$ cat src/rtl/irqc_pkg.sv
package irqc_pkg;
  typedef struct packed {
    logic causeAck;
    logic maskLoad;
    logic rdCause;
    logic rdMask;
  } regStrobe_t;
endpackage

$ cat src/rtl/irqc_ctrl.sv
module irqc_ctrl
  import irqc_pkg::*;
#(
  parameter int ADDR_W = 8,
  parameter logic [ADDR_W-1:0] CAUSE_OFS = 'h00,
  parameter logic [ADDR_W-1:0] MASK_OFS = 'h04
) (
  input  logic              clk,
  input  logic              rstN,
  input  logic              busValid,
  input  logic              busWrite,
  input  logic [ADDR_W-1:0] busAddr,
  output regStrobe_t        strobe
);
  logic hitCause;
  logic hitMask;

  assign hitCause = busValid && (busAddr == CAUSE_OFS);
  assign hitMask  = busValid && (busAddr == MASK_OFS);

  always_comb begin
    strobe.causeAck = hitCause && busWrite;
    strobe.maskLoad = hitMask && busWrite;
    strobe.rdCause  = hitCause && !busWrite;
    strobe.rdMask   = hitMask && !busWrite;
  end

  // at most one register is touched per access
  p_one_target_r8: assert property (@(posedge clk) disable iff (!rstN)
    $onehot0({strobe.causeAck, strobe.maskLoad, strobe.rdCause, strobe.rdMask}));

  // unaddressed accesses raise no strobe
  p_no_stray_r8: assert property (@(posedge clk) disable iff (!rstN)
    (!busValid) |-> (strobe == '0));
endmodule

$ cat src/rtl/irqc_datapath.sv
module irqc_datapath
  import irqc_pkg::*;
#(
  parameter int NSRC = 32
) (
  input  logic            clk,
  input  logic            rstN,
  input  regStrobe_t      strobe,
  input  logic [NSRC-1:0] srcIn,
  input  logic [NSRC-1:0] wdata,
  output logic [NSRC-1:0] rdata,
  output logic [NSRC-1:0] reqVec,
  output logic            irqOut
);
  logic [NSRC-1:0] causeQ;
  logic [NSRC-1:0] maskQ;
  logic [NSRC-1:0] clrVec;
  logic [NSRC-1:0] causeNext;

  assign clrVec    = strobe.causeAck ? wdata : '0;
  // the set term comes last, so a live source wins over its own clear
  assign causeNext = (causeQ & ~clrVec) | srcIn;

  always_ff @(posedge clk or negedge rstN) begin
    if (!rstN) begin
      causeQ <= '0;
      maskQ  <= '0;
    end else begin
      causeQ <= causeNext;
      if (strobe.maskLoad) maskQ <= wdata;
    end
  end

  assign reqVec = causeQ & maskQ;
  assign irqOut = |reqVec;

  always_comb begin
    rdata = '0;
    if (strobe.rdCause) rdata = causeQ;
    if (strobe.rdMask)  rdata = maskQ;
  end

  p_set_wins_r5: assert property (@(posedge clk) disable iff (!rstN)
    1'b1 |=> ((causeQ & $past(srcIn)) == $past(srcIn)));

  p_keep_unacked_r4: assert property (@(posedge clk) disable iff (!rstN)
    1'b1 |=> ((($past(causeQ) & ~$past(clrVec)) & ~causeQ) == '0));

  p_mask_load_r3: assert property (@(posedge clk) disable iff (!rstN)
    strobe.maskLoad |=> (maskQ == $past(wdata)));

  p_mask_hold_r8: assert property (@(posedge clk) disable iff (!rstN)
    !strobe.maskLoad |=> $stable(maskQ));
endmodule

$ cat src/rtl/irqc_prio_enc.sv
module irqc_prio_enc #(
  parameter int NSRC = 32,
  localparam int IDX_W = $clog2(NSRC)
) (
  input  logic             clk,
  input  logic             rstN,
  input  logic [NSRC-1:0]  reqVec,
  output logic [IDX_W-1:0] idx,
  output logic             idxValid
);
  localparam logic [NSRC-1:0] ONE = 1;

  always_comb begin
    idx = '0;
    // scanning downward lets the lowest set bit be the last assignment
    for (int i = NSRC - 1; i >= 0; i--) begin
      if (reqVec[i]) idx = i[IDX_W-1:0];
    end
    idxValid = |reqVec;
  end

  p_idx_lowest_r7: assert property (@(posedge clk) disable iff (!rstN)
    idxValid |-> (reqVec[idx] && ((reqVec & ((ONE << idx) - ONE)) == '0)));

  p_idx_empty_r7: assert property (@(posedge clk) disable iff (!rstN)
    (reqVec == '0) |-> !idxValid);
endmodule

$ cat src/rtl/mask_irq_ctrl.sv
module mask_irq_ctrl
  import irqc_pkg::*;
#(
  parameter int NSRC = 32,
  parameter int ADDR_W = 8,
  localparam int IDX_W = $clog2(NSRC)
) (
  input  logic              clk,
  input  logic              rstN,
  input  logic [NSRC-1:0]   srcIn,
  input  logic              busValid,
  input  logic              busWrite,
  input  logic [ADDR_W-1:0] busAddr,
  input  logic [NSRC-1:0]   busWdata,
  output logic [NSRC-1:0]   busRdata,
  output logic              irqOut,
  output logic [IDX_W-1:0]  irqIdx,
  output logic              irqIdxValid
);
  regStrobe_t      strobe;
  logic [NSRC-1:0] reqVec;

  irqc_ctrl #(.ADDR_W(ADDR_W)) uCtrl (
    .clk(clk), .rstN(rstN), .busValid(busValid), .busWrite(busWrite),
    .busAddr(busAddr), .strobe(strobe)
  );

  irqc_datapath #(.NSRC(NSRC)) uData (
    .clk(clk), .rstN(rstN), .strobe(strobe), .srcIn(srcIn),
    .wdata(busWdata), .rdata(busRdata), .reqVec(reqVec), .irqOut(irqOut)
  );

  irqc_prio_enc #(.NSRC(NSRC)) uEnc (
    .clk(clk), .rstN(rstN), .reqVec(reqVec), .idx(irqIdx),
    .idxValid(irqIdxValid)
  );

  // the combined output and the encoder's valid flag come from separate logic
  p_out_agrees_r6: assert property (@(posedge clk) disable iff (!rstN)
    irqOut == irqIdxValid);
endmodule

$ cat config.mk
export PLATFORM = sky130hd
export DESIGN_NAME = mask_irq_ctrl
export DESIGN_NICKNAME = d
export VERILOG_FILES = /design/src/rtl/irqc_pkg.sv /design/src/rtl/irqc_ctrl.sv /design/src/rtl/irqc_datapath.sv /design/src/rtl/irqc_prio_enc.sv /design/src/rtl/mask_irq_ctrl.sv
export SDC_FILE = /design/constraint.sdc
export NUM_CORES = 1
export LEC_CHECK = 0
export BUFFER_PORTS_ARGS = -buffer_cell sky130_fd_sc_hd__buf_2
export CORE_MARGIN = 10
export CORE_UTILIZATION = 51
export DETAILED_ROUTE_END_ITERATION = 8
export PLACE_DENSITY = 0.81
export SETUP_SLACK_MARGIN = 0.2
export SLEW_MARGIN = 0
export SYNTH_ARGS = -nofsm -noshare
export SYNTH_HDL_FRONTEND = slang
export SYNTH_HIERARCHICAL = 1
export SYNTH_SLANG_ARGS = --single-unit
$ cat constraint.sdc
create_clock -name clk -period 2.7 [get_ports clk]
set_input_delay 0.135 -clock clk [delete_from_list [all_inputs] [get_ports clk]]
set_output_delay 0.135 -clock clk [all_outputs]
set_load 0.02 [all_outputs]
==> impl_metrics.xml, run 1 <==
<?xml version="1.0" encoding="UTF-8"?>
<metrics>
  <group name="run_status">
    <metric name="run_status" unit="">completed</metric>
  </group>
  <group name="logic_synthesis">
    <metric name="yosysUniqueCellTypes" unit="">35</metric>
    <metric name="yosys_register_bits" unit="">64</metric>
    <metric name="synthCells" unit="">327</metric>
    <metric name="synthTopCellsByArea" unit="">sky130_fd_sc_hd__dfrtp_1 (47%), sky130_fd_sc_hd__mux2_2 (11%), sky130_fd_sc_hd__a22o_1 (7.7%)</metric>
    <metric name="synth-seq-area-share" unit="%">46.96</metric>
    <metric name="synth_nets" unit="">403</metric>
    <metric name="mappedNetlistArea" unit="mm²">0.003411</metric>
    <metric name="synth_top_cell_area_share" unit="%">46.96</metric>
    <metric name="postSynthAreaPerCell" unit="µm²">10.43</metric>
    <metric name="synth_largest_area_cell" unit="">sky130_fd_sc_hd__dfrtp_1</metric>
    <metric name="synth.yosys.warnings" unit="">6</metric>
  </group>
  <group name="clock_tree">
    <metric name="cts.reportedPaths.clkPinSlew" unit="ns">0.06</metric>
    <metric name="cts-buffers-inserted" unit="">9</metric>
    <metric name="buffers_from_clock_root_to_sink_at_most" unit="">2</metric>
    <metric name="cts.root.buffer_cell" unit="">sky130_fd_sc_hd__clkbuf_8</metric>
    <metric name="clock_tree.htree_level_count" unit="">3</metric>
    <metric name="number_of_sinks_driven_by_the_clock_tree" unit="">64</metric>
    <metric name="insertion_delay" unit="ns">0.33</metric>
    <metric name="cts_tree" unit="">done</metric>
  </group>
  <group name="final_layout">
    <metric name="area_growth_syn_to_layout" unit="%">37.75</metric>
    <metric name="antenna_cells_inserted" unit="">0</metric>
    <metric name="total_nets_final" unit="">562</metric>
    <metric name="instances_no_fill" unit="">566</metric>
    <metric name="drive_gt1_share" unit="%">39.88</metric>
  </group>
  <group name="min_path">
    <metric name="holdPathEnd" unit="">uData/maskQ[6]</metric>
    <metric name="worstHoldPathCells" unit="">2</metric>
    <metric name="min-delay-path-class" unit="">in2reg</metric>
    <metric name="timing.hold.worst.start" unit="">busWdata[6]</metric>
  </group>
  <group name="timing">
    <metric name="hold_violations" unit="">0</metric>
    <metric name="grt_setup_unrepaired" unit="">true</metric>
    <metric name="final_max_slew_viol_count" unit="">0</metric>
    <metric name="final_min_period_over_clock_period" unit="%">97.91</metric>
    <metric name="final.setup_skew" unit="ns">0</metric>
    <metric name="slew_headroom" unit="%">61.07</metric>
    <metric name="fin_crit_period" unit="ns">2.643</metric>
    <metric name="setup_ws_post_layout" unit="ns">0.05654</metric>
    <metric name="finalSetupTns" unit="ns">0</metric>
    <metric name="timing.final.setup_violations" unit="">0</metric>
    <metric name="worstMarginPinSlew" unit="ns">0.5786</metric>
    <metric name="fmax" unit="MHz">378.3</metric>
  </group>
  <group name="setup_path">
    <metric name="crit-reg2reg-launch" unit="">uData/maskQ[26]</metric>
    <metric name="cp_data_required_time" unit="ns">2.57</metric>
    <metric name="slack_of_the_worst_reg_to_reg_path" unit="ns">1.81</metric>
    <metric name="setup.worst_path.end_class" unit="">primary output</metric>
    <metric name="reg2regPathDepth" unit="">2</metric>
    <metric name="r2r_end" unit="">uData/maskQ[26]</metric>
    <metric name="setup.worst_path.start_class" unit="">register</metric>
    <metric name="arrival" unit="ns">2.51</metric>
    <metric name="timing.setup.critical_path_class" unit="">reg2out</metric>
    <metric name="critical_path.max_fanout" unit="">4</metric>
  </group>
  <group name="floorplan">
    <metric name="initial_core_util" unit="%">53.11</metric>
    <metric name="die_w" unit="µm">101.8</metric>
    <metric name="floorplan.die_area" unit="mm²">0.01036</metric>
    <metric name="row_count" unit="">29</metric>
    <metric name="core_area" unit="mm²">0.006422</metric>
    <metric name="die_height" unit="µm">101.8</metric>
    <metric name="design.portCount" unit="">115</metric>
  </group>
  <group name="grt">
    <metric name="grt_first_pass_wirelength" unit="µm">16080</metric>
    <metric name="antenna_found_initial" unit="">0</metric>
    <metric name="met2_track_demand_over_resource_in_global_routing" unit="%">32.60</metric>
    <metric name="grt_pass1_vias" unit="">3404</metric>
    <metric name="grt_use_met1" unit="%">22.91</metric>
    <metric name="met3_usage" unit="%">6.263</metric>
    <metric name="global_route.overflow_total" unit="">0</metric>
    <metric name="grt-busiest-layer" unit="">met2</metric>
    <metric name="grt_start_max_net_pins" unit="">27</metric>
    <metric name="gr-usage-all-layers" unit="%">19.50</metric>
  </group>
  <group name="placed_design">
    <metric name="buffer_ports.inserted" unit="">114</metric>
    <metric name="dpl.cell_count" unit="">513</metric>
    <metric name="post-dp-hpwl" unit="µm">7268</metric>
    <metric name="dpl_worst_slack" unit="ns">0.3569</metric>
    <metric name="final_estimated_routing_congestion_in_global_placement" unit="">0.8924</metric>
  </group>
  <group name="routing">
    <metric name="post_detailed_route_wirelength_per_cell" unit="µm">17.69</metric>
    <metric name="drt_pass_1_iters" unit="">5</metric>
    <metric name="postRouteWirelength" unit="µm">10010</metric>
    <metric name="num_vias" unit="">3156</metric>
    <metric name="post-route-drc-count" unit="">0</metric>
    <metric name="routed_via_density" unit="">5.576</metric>
    <metric name="drt_iter0_drc" unit="">113</metric>
    <metric name="detail-route-antenna-nets" unit="">0</metric>
  </group>
  <group name="pwr">
    <metric name="pwr_cell_area" unit="mW/mm²">447.7</metric>
    <metric name="max-vdd-ir-drop" unit="mV">0.3604</metric>
    <metric name="leakagePower" unit="µW">0.002227</metric>
  </group>
  <group name="job">
    <metric name="drv.max_cap_violation_count" unit="">0</metric>
  </group>
</metrics>
==> flip-flops by register name (all words and copies together) (netlist names) <==
signal,count
uData/maskQ,32
uData/causeQ,32
==> worst max-delay path, stage by stage, from the launching register on <==
cell,delay [ns]
sky130_fd_sc_hd__dfrtp_1,0.38
sky130_fd_sc_hd__and2_4,0.17
sky130_fd_sc_hd__or4_1,0.53
sky130_fd_sc_hd__or4_1,0.42
sky130_fd_sc_hd__or4_4,0.53
sky130_fd_sc_hd__buf_6,0.15
==> metrics by stage <==
stage / cell area (µm²) / power (µW) / utilization (%) / hold WS [ns]
3_5_place_dp: 4128 / 1331 / 64.27 / 0.1070
5_1_grt: 4698 / 2193 / 73.15 / 0.03258
2_1_floorplan: 3411 / 1175 / - / -0.1606
3_3_place_gp: 4128 / 1324 / 64.27 / 0.09960
6_report: 4698 / 2103 / 73.15 / 0.04406
4_1_cts: 4688 / 2121 / 73.00 / 0.03237
==> routing by layer <==
layer  part of all wire [%]  wire length (µm)  up-vias
met3                    6.9               689       13
li1                       -                 -     1515
met4                    1.6               163        0
met1                     41              4142     1518
met2                     50              5014      110
met5                      0                 0        -
==> power by group <==
part | internal (µW) | total, µW | switching, µW
registers | 972 | 981 | 9.16
logic | 190 | 388 | 198
clock network | 400 | 734 | 334
==> synthesized netlist by cell type <==
cell type	count
sky130_fd_sc_hd__dfrtp_1	64
sky130_fd_sc_hd__nand2_1	38
sky130_fd_sc_hd__a21o_1	33
sky130_fd_sc_hd__mux2_2	32
sky130_fd_sc_hd__and2_1	31
sky130_fd_sc_hd__a22o_1	30
sky130_fd_sc_hd__or4_1	12
sky130_fd_sc_hd__clkbuf_1	11
sky130_fd_sc_hd__nor2_1	10
sky130_fd_sc_hd__nor4_1	9
sky130_fd_sc_hd__a21oi_1	7
sky130_fd_sc_hd__inv_1	7
sky130_fd_sc_hd__nor3_1	6
sky130_fd_sc_hd__o31ai_1	4
sky130_fd_sc_hd__buf_1	3
sky130_fd_sc_hd__o21ai_0	3
sky130_fd_sc_hd__or2_2	3
sky130_fd_sc_hd__a2111oi_0	2
sky130_fd_sc_hd__and2_4	2
sky130_fd_sc_hd__nor2b_1	2
sky130_fd_sc_hd__nor3_2	2
sky130_fd_sc_hd__nor3b_1	2
sky130_fd_sc_hd__or4_4	2
sky130_fd_sc_hd__a211oi_1	1
sky130_fd_sc_hd__a21boi_2	1
sky130_fd_sc_hd__a221oi_1	1
sky130_fd_sc_hd__a22o_2	1
sky130_fd_sc_hd__nand3_1	1
sky130_fd_sc_hd__nand4_1	1
sky130_fd_sc_hd__nor4b_2	1
sky130_fd_sc_hd__o2111ai_1	1
sky130_fd_sc_hd__o21a_1	1
sky130_fd_sc_hd__o21ai_1	1
sky130_fd_sc_hd__or2_1	1
sky130_fd_sc_hd__or4b_4	1
==> kinds of logic after synthesis <==
logic type             Yosys count  share of synthesized area [%]
multiplexers                    32                          10.57
flip-flops                      64                          46.96
AO/OA/AOI/OAI                   86                          19.55
buffers and inverters           21                          2.311
AND/OR/NAND/NOR                124                          20.62
==> cell usage in the layout (no fill, tap or decap), types with 5 or more instances in the layout <==
master / n
sky130_fd_sc_hd__buf_2: 113
sky130_fd_sc_hd__dfrtp_1: 64
sky130_fd_sc_hd__nand2_1: 38
sky130_fd_sc_hd__dlygate4sd3_1: 33
sky130_fd_sc_hd__a21o_1: 33
sky130_fd_sc_hd__mux2_2: 32
sky130_fd_sc_hd__a22o_1: 30
sky130_fd_sc_hd__and2_1: 26
sky130_fd_sc_hd__buf_4: 14
sky130_fd_sc_hd__clkbuf_8: 12
sky130_fd_sc_hd__or4_1: 11
sky130_fd_sc_hd__nor2_1: 10
sky130_fd_sc_hd__nor4_1: 8
sky130_fd_sc_hd__inv_1: 7
sky130_fd_sc_hd__and2_4: 7
sky130_fd_sc_hd__a21oi_1: 7
sky130_fd_sc_hd__nor3_1: 5
==> timing repair <==
item	CTS	global route
setup endpoints to repair	1	1
hold endpoints to repair	50	0
resized for setup	7	1
pin swaps	1	0
hold buffers	33	0
setup buffers	5	1
==> layout make-up <==
type                    instances  area [µm²]
clock buffers                  14       172.7
flip-flops and latches         64        1602
inverters                       7       26.28
multi-input cells             242        1769
fillers                       477        1724
repair buffers                162        1032
well taps                      77       96.34
==> worst max path at each step <==
| stage | from | to | slack, ns | cells after the start |
|---|---|---|---|---|
| CTS | uData/maskQ[7] | irqOut | 0.05 | 5 |
| floorplan | uData/maskQ[27] | irqOut | 0.51 | 4 |
| detailed placement | uData/maskQ[26] | irqOut | 0.36 | 5 |
| finish | uData/maskQ[7] | irqOut | 0.06 | 5 |
| global placement | uData/maskQ[27] | irqOut | 0.35 | 5 |
| global route | uData/causeQ[15] | irqOut | -0.01 | 5 |
(Power assumes the default switching activity.)
==> run 2: changes to the inputs <==
--- a/config.mk
+++ b/config.mk
@@ -5,9 +5,10 @@
 export SDC_FILE = /design/constraint.sdc
 export NUM_CORES = 1
 export LEC_CHECK = 0
+export ABC_AREA = 1
 export BUFFER_PORTS_ARGS = -buffer_cell sky130_fd_sc_hd__buf_2
 export CORE_MARGIN = 10
-export CORE_UTILIZATION = 51
+export CORE_UTILIZATION = 52
 export DETAILED_ROUTE_END_ITERATION = 8
 export PLACE_DENSITY = 0.81
 export SETUP_SLACK_MARGIN = 0.2
==> impl_metrics.xml, run 2 <==
<?xml version="1.0" encoding="UTF-8"?>
<metrics>
  <group name="run_status">
    <metric name="run_status" unit="">completed</metric>
  </group>
  <group name="logic_synthesis">
    <metric name="synthAdderAreaFrac" unit="%">0</metric>
    <metric name="synthSimpleGateAreaFrac" unit="%">25.28</metric>
    <metric name="synthCells" unit="">532</metric>
    <metric name="synth_enable_flop_cells" unit="">0</metric>
    <metric name="synth.yosys.warnings" unit="">6</metric>
    <metric name="postSynthAreaPerCell" unit="µm²">7.016</metric>
    <metric name="synth_compound_area_share" unit="%">16.86</metric>
    <metric name="synth_top_family_by_area" unit="">simple AND/OR/NAND/NOR gates</metric>
    <metric name="asyncSetResetFlopFracSynth" unit="%">100.0</metric>
    <metric name="yosys.area_share.xor_xnor" unit="%">0</metric>
    <metric name="synth_most_common_cell" unit="">sky130_fd_sc_hd__nand2_1</metric>
    <metric name="mappedNetlistArea" unit="mm²">0.003732</metric>
    <metric name="yosys_register_bits" unit="">64</metric>
    <metric name="most_used_flip_flop_cell_after_synthesis" unit="">sky130_fd_sc_hd__dfrtp_1</metric>
    <metric name="synth_largest_area_cell" unit="">sky130_fd_sc_hd__dfrtp_1</metric>
    <metric name="yosysUniqueCellTypes" unit="">23</metric>
    <metric name="synthTopCellsByArea" unit="">sky130_fd_sc_hd__dfrtp_1 (43%), sky130_fd_sc_hd__nand2_1 (16%), sky130_fd_sc_hd__inv_1 (10%)</metric>
    <metric name="synth_nets" unit="">608</metric>
    <metric name="synthMuxAreaShare" unit="%">0</metric>
    <metric name="synth-seq-area-share" unit="%">42.91</metric>
    <metric name="synth_top_cell_area_share" unit="%">42.91</metric>
    <metric name="ys_top_cells_by_count" unit="">sky130_fd_sc_hd__nand2_1 (164), sky130_fd_sc_hd__inv_1 (100), sky130_fd_sc_hd__o21ai_1 (65), sky130_fd_sc_hd__dfrtp_1 (64), sky130_fd_sc_hd__nand3_1 (36)</metric>
  </group>
  <group name="pwr">
    <metric name="pwr_cell_area" unit="mW/mm²">443.6</metric>
    <metric name="max-vdd-ir-drop" unit="mV">0.3149</metric>
    <metric name="leakagePower" unit="µW">0.002578</metric>
    <metric name="fin_total_pwr" unit="µW">2212</metric>
  </group>
  <group name="grt">
    <metric name="antenna_found_initial" unit="">1</metric>
    <metric name="grt_pass1_vias" unit="">3840</metric>
    <metric name="global_route.overflow_total" unit="">0</metric>
    <metric name="gr-usage-all-layers" unit="%">18.83</metric>
    <metric name="grt_first_pass_wirelength" unit="µm">17420</metric>
    <metric name="grt_start_max_net_pins" unit="">65</metric>
  </group>
  <group name="placed_design">
    <metric name="post-dp-hpwl" unit="µm">7349</metric>
    <metric name="buffer_ports.inserted" unit="">114</metric>
    <metric name="final_estimated_routing_congestion_in_global_placement" unit="">0.8377</metric>
    <metric name="dpl_worst_slack" unit="ns">0.3592</metric>
  </group>
  <group name="setup_path">
    <metric name="cp_data_required_time" unit="ns">2.57</metric>
    <metric name="slack_of_the_worst_reg_to_reg_path" unit="ns">1.87</metric>
    <metric name="arrival" unit="ns">2.55</metric>
    <metric name="worst_setup_path_startpoint" unit="">uData/maskQ[30]</metric>
    <metric name="path_common_cell" unit="">sky130_fd_sc_hd__nand2_1</metric>
    <metric name="setup.worst_path.end_class" unit="">primary output</metric>
    <metric name="critical_path.max_fanout" unit="">2</metric>
    <metric name="timing.setup.critical_path_class" unit="">reg2out</metric>
    <metric name="crit-reg2reg-launch" unit="">uData/causeQ[30]</metric>
    <metric name="setup.worst_path.start_class" unit="">register</metric>
    <metric name="critical_path.max_stage_delay" unit="ns">0.40</metric>
    <metric name="critical_path.slowest_cell" unit="">sky130_fd_sc_hd__dfrtp_1</metric>
  </group>
  <group name="job">
    <metric name="drv.max_cap_violation_count" unit="">0</metric>
  </group>
  <group name="floorplan">
    <metric name="core_area" unit="mm²">0.006869</metric>
    <metric name="design.portCount" unit="">115</metric>
    <metric name="initial_core_util" unit="%">54.34</metric>
    <metric name="die_height" unit="µm">104.7</metric>
    <metric name="floorplan.die_area" unit="mm²">0.01097</metric>
    <metric name="die_w" unit="µm">104.7</metric>
    <metric name="row_count" unit="">30</metric>
  </group>
  <group name="clock_tree">
    <metric name="cts.root.buffer_cell" unit="">sky130_fd_sc_hd__clkbuf_8</metric>
    <metric name="number_of_sinks_driven_by_the_clock_tree" unit="">64</metric>
    <metric name="cts-buffers-inserted" unit="">9</metric>
    <metric name="clock_tree.htree_level_count" unit="">3</metric>
    <metric name="cts_tree" unit="">done</metric>
    <metric name="buffers_from_clock_root_to_sink_at_most" unit="">2</metric>
    <metric name="insertion_delay" unit="ns">0.33</metric>
    <metric name="cts.reportedPaths.clkPinSlew" unit="ns">0.07</metric>
  </group>
  <group name="timing">
    <metric name="fmax" unit="MHz">372.5</metric>
    <metric name="worstMarginPinSlew" unit="ns">1.011</metric>
    <metric name="timing.final.setup_violations" unit="">0</metric>
    <metric name="hold_violations" unit="">0</metric>
    <metric name="grt_setup_unrepaired" unit="">true</metric>
    <metric name="slew_headroom" unit="%">32.53</metric>
    <metric name="setup_ws_post_layout" unit="ns">0.01574</metric>
    <metric name="final.setup_skew" unit="ns">0</metric>
    <metric name="final_min_period_over_clock_period" unit="%">99.42</metric>
    <metric name="final_max_slew_viol_count" unit="">0</metric>
    <metric name="fin_crit_period" unit="ns">2.684</metric>
  </group>
  <group name="routing">
    <metric name="post-route-drc-count" unit="">0</metric>
    <metric name="drt_iter0_drc" unit="">128</metric>
    <metric name="drt_pass_1_iters" unit="">5</metric>
    <metric name="routed_via_density" unit="">4.844</metric>
    <metric name="post_detailed_route_wirelength_per_cell" unit="µm">13.42</metric>
    <metric name="postRouteWirelength" unit="µm">10510</metric>
    <metric name="detail-route-antenna-nets" unit="">0</metric>
    <metric name="num_vias" unit="">3793</metric>
  </group>
  <group name="final_layout">
    <metric name="layout.filler_cells" unit="">545</metric>
    <metric name="area_growth_syn_to_layout" unit="%">33.59</metric>
    <metric name="drive_gt1_share" unit="%">23.62</metric>
    <metric name="total_nets_final" unit="">757</metric>
    <metric name="final_common_cell" unit="">sky130_fd_sc_hd__nand2_1</metric>
    <metric name="most-common-layout-cells" unit="">sky130_fd_sc_hd__nand2_1 (160), sky130_fd_sc_hd__buf_2 (112), sky130_fd_sc_hd__inv_1 (96), sky130_fd_sc_hd__o21ai_1 (65), sky130_fd_sc_hd__dfrtp_1 (64)</metric>
    <metric name="largestRegisters" unit="">uData/causeQ: 32 flops, uData/maskQ: 32 flops</metric>
  </group>
  <group name="min_path">
    <metric name="timing.hold.worst.start" unit="">busWdata[11]</metric>
    <metric name="min-delay-path-class" unit="">in2reg</metric>
  </group>
</metrics>
-- run 2: cell types whose count changed after synthesis, sizes merged, moves of 7 or more --
cell	delta
nand3	+35
inv	+98
nor4	-7
mux2	-32
and2	-33
buf	+16
clkbuf	-11
nor2	+22
nand2	+126
or4	-14
o21ai	+61
a22o	-31
-- run 2: layout make-up --
| cell class | count | area (µm²) | area share, % |
|---|---|---|---|
| Multi-Input combinational cell | 342 | 1610 | 32.30 |
| Timing Repair Buffer | 157 | 987.2 | 19.80 |
| Sequential cell | 64 | 1602 | 32.12 |
| Tap cell | 96 | 120.1 | 2.409 |
| Inverter | 107 | 429.2 | 8.607 |
| Clock inverter | 6 | 107.6 | 2.158 |
| Clock buffer | 10 | 127.6 | 2.560 |
| Antenna cell | 1 | 2.502 | 0.05019 |
-- run 2: kinds of logic (layout without fill, tap and decap cells) --
kind of cell / Yosys count / after routing
compound gates: 106 / 106
buf+inv: 126 / 280
flops: 64 / 64
other cells: 0 / 1
simple gates: 236 / 236
-- run 2: report_power, final --
part	internal [µW]	switching, µW
logic	111	117
registers	981	12.1
clock network	610	379
-- run 2: final timing paths --
check,cells past startpoint,end
min in group asynchronous,2,uData/maskQ[31]
max in group asynchronous,3,uData/maskQ[0]
setup / recovery,34,irqIdx[0]
hold / removal,3,uData/maskQ[11]
setup reg to reg,2,uData/causeQ[30]
hold reg to reg,1,uData/causeQ[25]
-- run 2: stage by stage --
| step | instance area, µm² | cells | hold WS, ns | TNS (ns) | utilization, % |
|---|---|---|---|---|---|
| 2_1_floorplan | 3732 | 532 | -0.1606 | 0 | - |
| 3_3_place_gp | 4344 | 728 | 0.2310 | 0 | 63.24 |
| 3_5_place_dp | 4344 | 728 | 0.2390 | 0 | 63.24 |
| 4_1_cts | 4933 | 779 | 0.0007399 | 0 | 71.82 |
| 5_1_grt | 4986 | 783 | 0.01706 | -0.3720 | 72.59 |
| 6_report | 4986 | 783 | 0.01690 | 0 | 72.59 |
-- run 2: repair_timing --
action                                  CTS  global route
pin swaps                                 0             5
gates resized for setup                   2            12
setup buffers                             1             3
hold buffers                             34             0
hold endpoints to repair                 65             0
endpoints found under the setup margin    1             2
-- run 2: layer usage --
layer  vias up  global-route usage, %  wire [µm]
met2       116                  32.07       5263
met4         0                  6.569        194
met1      1726                  21.23       4235
li1       1936                      -          -
met3        15                  6.818        812
met5         -                      0          0
-- run 2: critical path, delay by kind of cell (launching register included) --
family / cells / cell delay (ns)
AOI/OAI and AO/OA: 1 / 0.14
buffers and inverters: 3 / 0.22
DFF: 1 / 0.40
and+or+nand+nor: 30 / 1.46
